--- config.mk ---
export PLATFORM = sky130hd
export DESIGN_NAME = pwm_sync_ctrl
export DESIGN_NICKNAME = d
export VERILOG_FILES = /design/src/rtl/pwm_sync_pkg.sv /design/src/rtl/trig_edge_sync.sv /design/src/rtl/trig_enable_ctrl.sv /design/src/rtl/sw_sync_ctrl.sv /design/src/rtl/shadow_bank.sv /design/src/rtl/pwm_sync_ctrl.sv
export SDC_FILE = /design/constraint.sdc
export NUM_CORES = 1
export LEC_CHECK = 0
export ABC_AREA = 0
export BUFFER_PORTS_ARGS = -buffer_cell sky130_fd_sc_hd__buf_2
export CELL_PAD_IN_SITES_DETAIL_PLACEMENT = 1
export CELL_PAD_IN_SITES_GLOBAL_PLACEMENT = 2
export CORE_MARGIN = 5
export CORE_UTILIZATION = 31
export DETAILED_ROUTE_END_ITERATION = 7
export PLACE_DENSITY = 0.93
export SLEW_MARGIN = 20
export SYNTH_ARGS = -nofsm -noshare
export SYNTH_HDL_FRONTEND = slang
export SYNTH_SLANG_ARGS = --single-unit
--- constraint.sdc ---
create_clock -name clk -period 5.1 [get_ports clk]
set_input_delay 0.51 -clock clk [delete_from_list [all_inputs] [get_ports clk]]
set_output_delay 0.51 -clock clk [all_outputs]
set_load 0.03 [all_outputs]
--- src/rtl/pwm_sync_pkg.sv ---
package pwm_sync_pkg;

  typedef struct packed {
    logic enh;
    logic pwmsync_sel;
    logic reinit_en;
    logic sw_cnt_rst;
    logic hw_hold;
  } sync_mode_t;

  // Software trigger completes at once (no wait for a loading point)
  function automatic logic sw_is_immediate(input sync_mode_t m);
    if (m.enh) return m.sw_cnt_rst;
    return (!m.pwmsync_sel) && m.reinit_en;
  endfunction

  // Hold mode is honoured only in enhanced synchronisation
  function automatic logic hold_effective(input sync_mode_t m);
    return m.hw_hold && m.enh;
  endfunction

endpackage

--- src/rtl/trig_edge_sync.sv ---
module trig_edge_sync #(
  parameter int STAGES = 2
) (
  input  logic clk,
  input  logic rst,
  input  logic trig_async,
  output logic rise_o
);
  logic [STAGES-1:0] chain;
  logic              prev;

  genvar s;
  generate
    for (s = 0; s < STAGES; s++) begin : g_stage
      if (s == 0) begin : g_first
        always_ff @(posedge clk) begin
          if (rst) chain[0] <= 1'b0;
          else     chain[0] <= trig_async;
        end
      end else begin : g_next
        always_ff @(posedge clk) begin
          if (rst) chain[s] <= 1'b0;
          else     chain[s] <= chain[s-1];
        end
      end
    end
  endgenerate

  always_ff @(posedge clk) begin
    if (rst) prev <= 1'b0;
    else     prev <= chain[STAGES-1];
  end

  assign rise_o = chain[STAGES-1] && !prev;
endmodule

--- src/rtl/trig_enable_ctrl.sv ---
module trig_enable_ctrl #(
  parameter int NTRIG = 3
) (
  input  logic             clk,
  input  logic             rst,
  input  logic             we,
  input  logic [NTRIG-1:0] wdata,
  input  logic [NTRIG-1:0] evt,
  input  logic             hold,
  output logic [NTRIG-1:0] en_o
);
  genvar i;
  generate
    for (i = 0; i < NTRIG; i++) begin : g_bit
      always_ff @(posedge clk) begin
        if (rst)                 en_o[i] <= 1'b0;
        else if (we)             en_o[i] <= wdata[i];
        else if (evt[i] && !hold) en_o[i] <= 1'b0;
      end
    end
  endgenerate
endmodule

--- src/rtl/sw_sync_ctrl.sv ---
module sw_sync_ctrl (
  input  logic clk,
  input  logic rst,
  input  logic we,
  input  logic wdata,
  input  logic imm,
  input  logic lp,
  input  logic hw_evt_any,
  output logic sw_bit_o,
  output logic load_now_o,
  output logic reinit_now_o
);
  logic hw_pend;
  logic sw_trig;
  logic lp_sync;

  assign sw_trig      = we && wdata;
  assign reinit_now_o = sw_trig && imm;
  assign lp_sync      = lp && (hw_pend || sw_bit_o);
  assign load_now_o   = lp_sync || reinit_now_o;

  always_ff @(posedge clk) begin
    if (rst)          sw_bit_o <= 1'b0;
    else if (we)      sw_bit_o <= wdata && !imm;
    else if (lp_sync) sw_bit_o <= 1'b0;
  end

  always_ff @(posedge clk) begin
    if (rst)             hw_pend <= 1'b0;
    else if (hw_evt_any) hw_pend <= 1'b1;
    else if (load_now_o) hw_pend <= 1'b0;
  end
endmodule

--- src/rtl/shadow_bank.sv ---
module shadow_bank #(
  parameter int CW  = 16,
  parameter int NCH = 4
) (
  input  logic                clk,
  input  logic                rst,
  input  logic                load,
  input  logic [CW-1:0]       buf_mod_i,
  input  logic [CW-1:0]       buf_start_i,
  input  logic [NCH*CW-1:0]   buf_chv_i,
  input  logic [NCH-1:0]      buf_mask_i,
  input  logic [NCH/2-1:0]    buf_inv_i,
  input  logic [2*NCH-1:0]    buf_swoc_i,
  output logic [CW-1:0]       act_mod_o,
  output logic [CW-1:0]       act_start_o,
  output logic [NCH*CW-1:0]   act_chv_o,
  output logic [NCH-1:0]      act_mask_o,
  output logic [NCH/2-1:0]    act_inv_o,
  output logic [2*NCH-1:0]    act_swoc_o
);
  always_ff @(posedge clk) begin
    if (rst) begin
      act_mod_o   <= '0;
      act_start_o <= '0;
      act_mask_o  <= '0;
      act_inv_o   <= '0;
      act_swoc_o  <= '0;
    end else if (load) begin
      act_mod_o   <= buf_mod_i;
      act_start_o <= buf_start_i;
      act_mask_o  <= buf_mask_i;
      act_inv_o   <= buf_inv_i;
      act_swoc_o  <= buf_swoc_i;
    end
  end

  genvar c;
  generate
    for (c = 0; c < NCH; c++) begin : g_ch
      always_ff @(posedge clk) begin
        if (rst)       act_chv_o[c*CW +: CW] <= '0;
        else if (load) act_chv_o[c*CW +: CW] <= buf_chv_i[c*CW +: CW];
      end
    end
  endgenerate
endmodule

--- src/rtl/pwm_sync_ctrl.sv ---
module pwm_sync_ctrl #(
  parameter int CW          = 16,
  parameter int NCH         = 4,
  parameter int NTRIG       = 3,
  parameter int SYNC_STAGES = 2
) (
  input  logic                clk,
  input  logic                rst,
  input  logic [NTRIG-1:0]    trig_i,
  input  logic                trg_en_we,
  input  logic [NTRIG-1:0]    trg_en_wdata,
  input  logic                sw_sync_we,
  input  logic                sw_sync_wdata,
  input  logic                hw_trig_hold,
  input  logic                enh_sync,
  input  logic                pwmsync_sel,
  input  logic                reinit_en,
  input  logic                sw_cnt_rst,
  input  logic [CW-1:0]       cnt_i,
  input  logic                ld_pt_en,
  input  logic [CW-1:0]       buf_mod_i,
  input  logic [CW-1:0]       buf_start_i,
  input  logic [NCH*CW-1:0]   buf_chv_i,
  input  logic [NCH-1:0]      buf_mask_i,
  input  logic [NCH/2-1:0]    buf_inv_i,
  input  logic [2*NCH-1:0]    buf_swoc_i,
  output logic [CW-1:0]       act_mod_o,
  output logic [CW-1:0]       act_start_o,
  output logic [NCH*CW-1:0]   act_chv_o,
  output logic [NCH-1:0]      act_mask_o,
  output logic [NCH/2-1:0]    act_inv_o,
  output logic [2*NCH-1:0]    act_swoc_o,
  output logic                load_o,
  output logic                reinit_o,
  output logic [NTRIG-1:0]    trg_en_o,
  output logic                sw_sync_o
);
  import pwm_sync_pkg::*;

  sync_mode_t       mode;
  logic [NTRIG-1:0] rise;
  logic [NTRIG-1:0] hw_evt;
  logic             lp;
  logic             load_now;
  logic             reinit_now;

  assign mode = '{enh: enh_sync, pwmsync_sel: pwmsync_sel, reinit_en: reinit_en,
                  sw_cnt_rst: sw_cnt_rst, hw_hold: hw_trig_hold};

  genvar k;
  generate
    for (k = 0; k < NTRIG; k++) begin : g_trig
      trig_edge_sync #(.STAGES(SYNC_STAGES)) u_sync (
        .clk        (clk),
        .rst        (rst),
        .trig_async (trig_i[k]),
        .rise_o     (rise[k])
      );
    end
  endgenerate

  assign hw_evt = rise & trg_en_o;
  assign lp     = ld_pt_en && (cnt_i == act_mod_o);

  trig_enable_ctrl #(.NTRIG(NTRIG)) u_en (
    .clk   (clk),
    .rst   (rst),
    .we    (trg_en_we),
    .wdata (trg_en_wdata),
    .evt   (hw_evt),
    .hold  (hold_effective(mode)),
    .en_o  (trg_en_o)
  );

  sw_sync_ctrl u_sw (
    .clk          (clk),
    .rst          (rst),
    .we           (sw_sync_we),
    .wdata        (sw_sync_wdata),
    .imm          (sw_is_immediate(mode)),
    .lp           (lp),
    .hw_evt_any   (|hw_evt),
    .sw_bit_o     (sw_sync_o),
    .load_now_o   (load_now),
    .reinit_now_o (reinit_now)
  );

  shadow_bank #(.CW(CW), .NCH(NCH)) u_bank (
    .clk         (clk),
    .rst         (rst),
    .load        (load_now),
    .buf_mod_i   (buf_mod_i),
    .buf_start_i (buf_start_i),
    .buf_chv_i   (buf_chv_i),
    .buf_mask_i  (buf_mask_i),
    .buf_inv_i   (buf_inv_i),
    .buf_swoc_i  (buf_swoc_i),
    .act_mod_o   (act_mod_o),
    .act_start_o (act_start_o),
    .act_chv_o   (act_chv_o),
    .act_mask_o  (act_mask_o),
    .act_inv_o   (act_inv_o),
    .act_swoc_o  (act_swoc_o)
  );

  always_ff @(posedge clk) begin
    if (rst) begin
      load_o   <= 1'b0;
      reinit_o <= 1'b0;
    end else begin
      load_o   <= load_now;
      reinit_o <= reinit_now;
    end
  end
endmodule

# == Word-level counts from Yosys, hierarchy flattened ==
# Cells that the tools add are included.
# W data, S select, Z words.
# totals
regBits,126
latch_bits,0
ramBits,0
romBits,0
elab_cells,67
n_memories,0
# op_classes
add_sub_neg,0
mul,0
div,0
order_cmp,0
n_eq_ne,1
n_shift,0
muxes,13
bitwise,1
n_reduce_logical,27
# op_table
cell,count
$eq A16 B16 Y1,1
$logic_and A1 B1 Y1,13
$mux W1,13
$reduce_bool A2 Y1,5
$logic_not A1 Y1,6
$and A3 B3 Y3,1
$reduce_or A3 Y1,1
$logic_or A1 B1 Y1,2

# == Logic depth before layout (Yosys ltp) ==
# depth
ltp_word,7
depth_mapped,7

# == Modules after synthesis ==
# A second synthesis with hierarchy kept.
# unflattened
hier_cells,436
area_unflattened_um2,4768.3
# by_module_without_submodules
module,n_inst,cells_each,area_per_inst_um2,seq_area_each_um2
shadow_bank,1,354,3996.3,2202.1
pwm_sync_ctrl,1,35,282.8,40.0
trig_edge_sync,3,7,87.6,60.1
trig_enable_ctrl,1,15,127.6,60.1
sw_sync_ctrl,1,11,98.8,40.0

# == Worst setup path after synthesis ==
# No wires, ideal clock.
# synth_timing
path_kind,input to register
startpoint,input cnt_i[3]
endpoint,register u_bank.act_chv_o[15]
setup_time_ns,0.122
arrival_ns,1.915
t_required_ns,4.978
setup_slack_ns,3.063
stages,7
n_path_buf,2
path_cell_list,xor2_1 or4_1 or2_1 buf_6 buf_6 a32oi_1 nand3_1
# synth_between
elab_chain_len,4
# synth_rtl
item,line,source
"start, declared",pwm_sync_ctrl.sv:19,"input logic [CW-1:0] cnt_i,"
$eq A16 B16 Y1,pwm_sync_ctrl.sv:63,assign lp = ld_pt_en && (cnt_i == act_mod_o);
$logic_and A1 B1 Y1,pwm_sync_ctrl.sv:63,
$logic_and A1 B1 Y1,sw_sync_ctrl.sv:19,assign lp_sync = lp && (hw_pend || sw_bit_o);
$logic_or A1 B1 Y1,sw_sync_ctrl.sv:20,assign load_now_o = lp_sync || reinit_now_o;
"end signal, assigned by index",shadow_bank.sv:42,else if (load) act_chv_o[c*CW +: CW] <= buf_chv_i[c*CW +: CW];
"end, declared",shadow_bank.sv:16,"output logic [NCH*CW-1:0] act_chv_o,"
# No other way between the ends.
# A chain may end at the register's enable or synchronous reset.

# == Worst setup path after layout ==
# layout_timing
startpoint,register u_sw.sw_bit_o
endpoint,register u_bank.act_chv_o[39]
# layout_between
elab_chain_len,3
# layout_rtl
item,line,source
"start, declared",sw_sync_ctrl.sv:9,"output logic sw_bit_o,"
"start signal, assigned",sw_sync_ctrl.sv:24,else if (we) sw_bit_o <= wdata && !imm;
$logic_or A1 B1 Y1,sw_sync_ctrl.sv:19,
$logic_and A1 B1 Y1,sw_sync_ctrl.sv:19,
$logic_or A1 B1 Y1,sw_sync_ctrl.sv:20,
# No other way between the ends.

==> impl_metrics.py <==
metrics = {
    "global_routing": {
        "track_usage": 0.180,
        "antenna_found_initial": 4,
        "grt_pass1_vias": 7579,
        "grt_first_pass_wirelength_mm": 39.6,
        "gr-total-overflow": 0,
        "grt_start_max_net_pins": 122,
    },
    "yosys": {
        "netlist_instances": 852,
        "synth_flop_cell": "dfxtp_1",
        "synth-simple-area-share": 0.411,
        "syn-num-nets": 995,
        "synth-compound-area-share": 0.144,
        "synth_sequential_area_ratio": 0.350,
        "synth_mux_area_frac": 0,
        "yosysWarnings": 0,
        "yosysUniqueCellTypes": 32,
        "synth_fa_ha_area_frac": 0,
        "synth_xor_area_frac": 0.0195,
        "synth-seq-cells": 126,
        "synth_top_family_by_area": "simple AND/OR/NAND/NOR gates",
        "synth_area_mm2": 0.00720,
        "syn_area_per_cell_um2": 8.45,
        "async_reset_ff_frac": 0,
        "synth_edf_count": 0,
    },
    "sta": {
        "hold_viol_final": 0,
        "fmax_mhz": 371,
        "fin_ws_ns": 2.41,
        "rsz0062_at_grt": "false",
        "skew_ns": 0.0121,
        "maxSlewHeadroom": 0.346,
        "tightest_slew_ns": 0.981,
        "final-setup-viol-count": 0,
        "fin_setup_tns_ns": 0,
        "period_needed_ns": 2.69,
        "min_period_over_period": 0.528,
        "slew_violations": 0,
    },
    "status": {
        "status": "complete, no violations",
    },
    "cts": {
        "cts_inserted_buffers": 17,
        "htreeDepth": 4,
        "post_cts_buffers": 0,
        "tritoncts": "done",
        "clk_latency_ns": 0.41,
        "clock-sinks": 126,
        "cts-root-buf": "clkbuf_16",
        "clockBufferDepth": 2,
        "post_cts_resized": 0,
        "clk_pin_slew_ns": 0.06,
        "postCtsHoldBufs": 0,
    },
    "hold_path": {
        "hold_path.class": "in2reg",
        "hold_depth": 2,
        "hold_path_startpoint": "trig_i[0]",
    },
    "floorplanning": {
        "die_x_um": 162,
        "io_pins": 259,
        "row_count": 55,
        "die_height_um": 162,
        "core_mm2": 0.0228,
        "design.die.area_mm2": 0.0264,
        "start_util": 0.316,
    },
    "layout": {
        "final_cells": 1357,
        "fin_area_mm2": 0.00907,
        "fillers": 2760,
        "syn_to_final_growth_pct": 26.0,
        "final_nets": 1171,
        "drive_gt1_frac": 0.293,
        "multi_input_area_mm2": 0.00416,
        "regArea_mm2": 0.00252,
    },
    "setup_path": {
        "slowest_stage": "nor2_4",
        "path_buf_inv": 1,
        "cp.arrival_ns": 3.04,
        "path_delay_family": "simple AND/OR/NAND/NOR gates",
        "worst_path_largest_cell_delay_ns": 0.70,
        "crit_cells": 6,
        "crit_chain": "o21ai_1 -> or4_1 -> nor2_4 -> buf_4 -> nand4_1 -> nand3_1",
        "critPathMaxFanout": 34,
        "reg2reg_depth": 6,
        "cp_data_required_time_ns": 5.44,
        "crit_path_start_kind": "flip-flop",
        "crit_type": "reg2reg",
        "worstSetupEndpointType": "flip-flop",
        "startpoint": "u_sw.sw_bit_o$_SDFFE_PP0P_",
        "rr_startpoint": "u_sw.sw_bit_o$_SDFFE_PP0P_",
    },
    "drt": {
        "drt_iter0_drc": 394,
        "wl_met3_mm": 1.89,
        "routed_wl_mm": 24.8,
        "drtAntennaViolNets": 0,
        "wl_per_cell_um": 18.3,
        "wl_met2_mm": 11.5,
        "routed_via_density": 5.61,
        "firstDrtPassIters": 4,
        "post-route-drc-count": 0,
        "routed.top_layer": "met5",
        "met1Wirelength_mm": 11.0,
        "vias": 7615,
    },
    "place": {
        "dp_cells": 1322,
        "dp_hpwl_mm": 16.1,
        "gp_congestion": 0.712,
        "preCtsSetupSlack_ns": 2.12,
        "place_area_mm2": 0.00850,
        "port_buffers": 258,
    },
    "power": {
        "vdd_drop_max_v": 0.000179,
        "cellPowerDensity_mw_per_mm2": 370,
        "p_leak_uw": 0.00368,
    },
    "run": {
        "maxCapViolations": 0,
    },
}
==> layout by cell type, fill, tap and decap left out, types with 6 or more instances in the layout <==
cell       instances
a32oi_1          110
buf_2            257
buf_4              6
clkbuf_16         17
dfxtp_1          126
nand2_1            6
nand2b_1         110
nand3_1          112
nand4_1          112
nor2b_1           11
nor3b_1          112
xnor2_1           13
==> worst paths after layout <==
kind                                          end  slack (ns)
min reg2reg  g_trig[1].u_sync.chain[1]$_SDFF_PP0_        0.44
min          g_trig[0].u_sync.chain[0]$_SDFF_PP0_        0.32
max             u_bank.act_chv_o[39]$_SDFFE_PP0P_        2.41
max reg2reg     u_bank.act_chv_o[39]$_SDFFE_PP0P_        2.41
==> kinds of logic after synthesis <==
kind of cell,Yosys count
AO/OA/AOI/OAI,121
buffers and inverters,113
flip-flops,126
AND/OR/NAND/NOR,476
XOR/XNOR,16
==> final cells by class <==
type,instances,share of cell area
multi-input cells,613,0.459
diodes,3,0.000827
clock inverters,15,0.0152
clock buffers,17,0.0469
inverters,3,0.00179
well taps,313,0.0432
repair buffers,267,0.156
flip-flops and latches,126,0.278
==> flip-flops by register name, summed over array words and instances (netlist names) <==
| signal | flops |
|---|---|
| u_bank.act_start_o | 16 |
| u_bank.act_mod_o | 16 |
| g_trig.u_sync.chain | 6 |
| u_en.en_o | 3 |
| u_bank.act_swoc_o | 8 |
| u_bank.act_inv_o | 2 |
| reinit_o | 1 |
| u_sw.hw_pend | 1 |
| u_sw.sw_bit_o | 1 |
| load_o | 1 |
| u_bank.act_mask_o | 4 |
| g_trig.u_sync.prev | 3 |
| u_bank.act_chv_o | 64 |
==> per-stage QoR <==
stage	power, uW	hold slack [ns]	utilization
6_report	3350	0.316	0.398
3_3_place_gp	2170	0.421	0.373
5_1_grt	3540	0.286	0.398
2_1_floorplan	1870	0.414	-
4_1_cts	3410	0.290	0.398
3_5_place_dp	2190	0.425	0.373
==> synth_stat cells, types with 2 or more instances <==
cell,count,share of area
a211oi_1,2,0.0021
a21oi_1,4,0.0028
a32oi_1,110,0.13
buf_1,6,0.0031
buf_2,26,0.018
buf_6,11,0.017
clkbuf_1,67,0.035
dfxtp_1,126,0.35
inv_1,2,0.0010
nand2_1,6,0.0031
nand2b_1,110,0.096
nand3_1,112,0.078
nand3b_1,2,0.0021
nand4_1,112,0.097
nor2_1,4,0.0021
nor2b_1,11,0.0096
nor3b_1,112,0.12
xnor2_1,13,0.016
xor2_1,3,0.0036
==> worst reg2reg max path, stage by stage, from the launching register on <==
cell     delay [ns]
dfxtp_1        0.34
o21ai_1        0.19
or4_1          0.59
nor2_4         0.70
buf_4          0.50
nand4_1        0.18
nand3_1        0.13
==> routing by layer <==
| layer | global-route usage | vias up |
|---|---|---|
| met4 | 0.0504 | 2 |
| met3 | 0.0635 | 26 |
| met1 | 0.233 | 3720 |
| met5 | 0 | - |
| li1 | - | 3644 |
| met2 | 0.283 | 223 |
==> where the power goes <==
part / total (uW) / internal, uW / switching (uW)
combinational: 937 / 325 / 613
sequential: 1230 / 1140 / 82.5
clock: 1190 / 677 / 512
total: 3350 / 2150 / 1210
(Power assumes the default switching activity.)
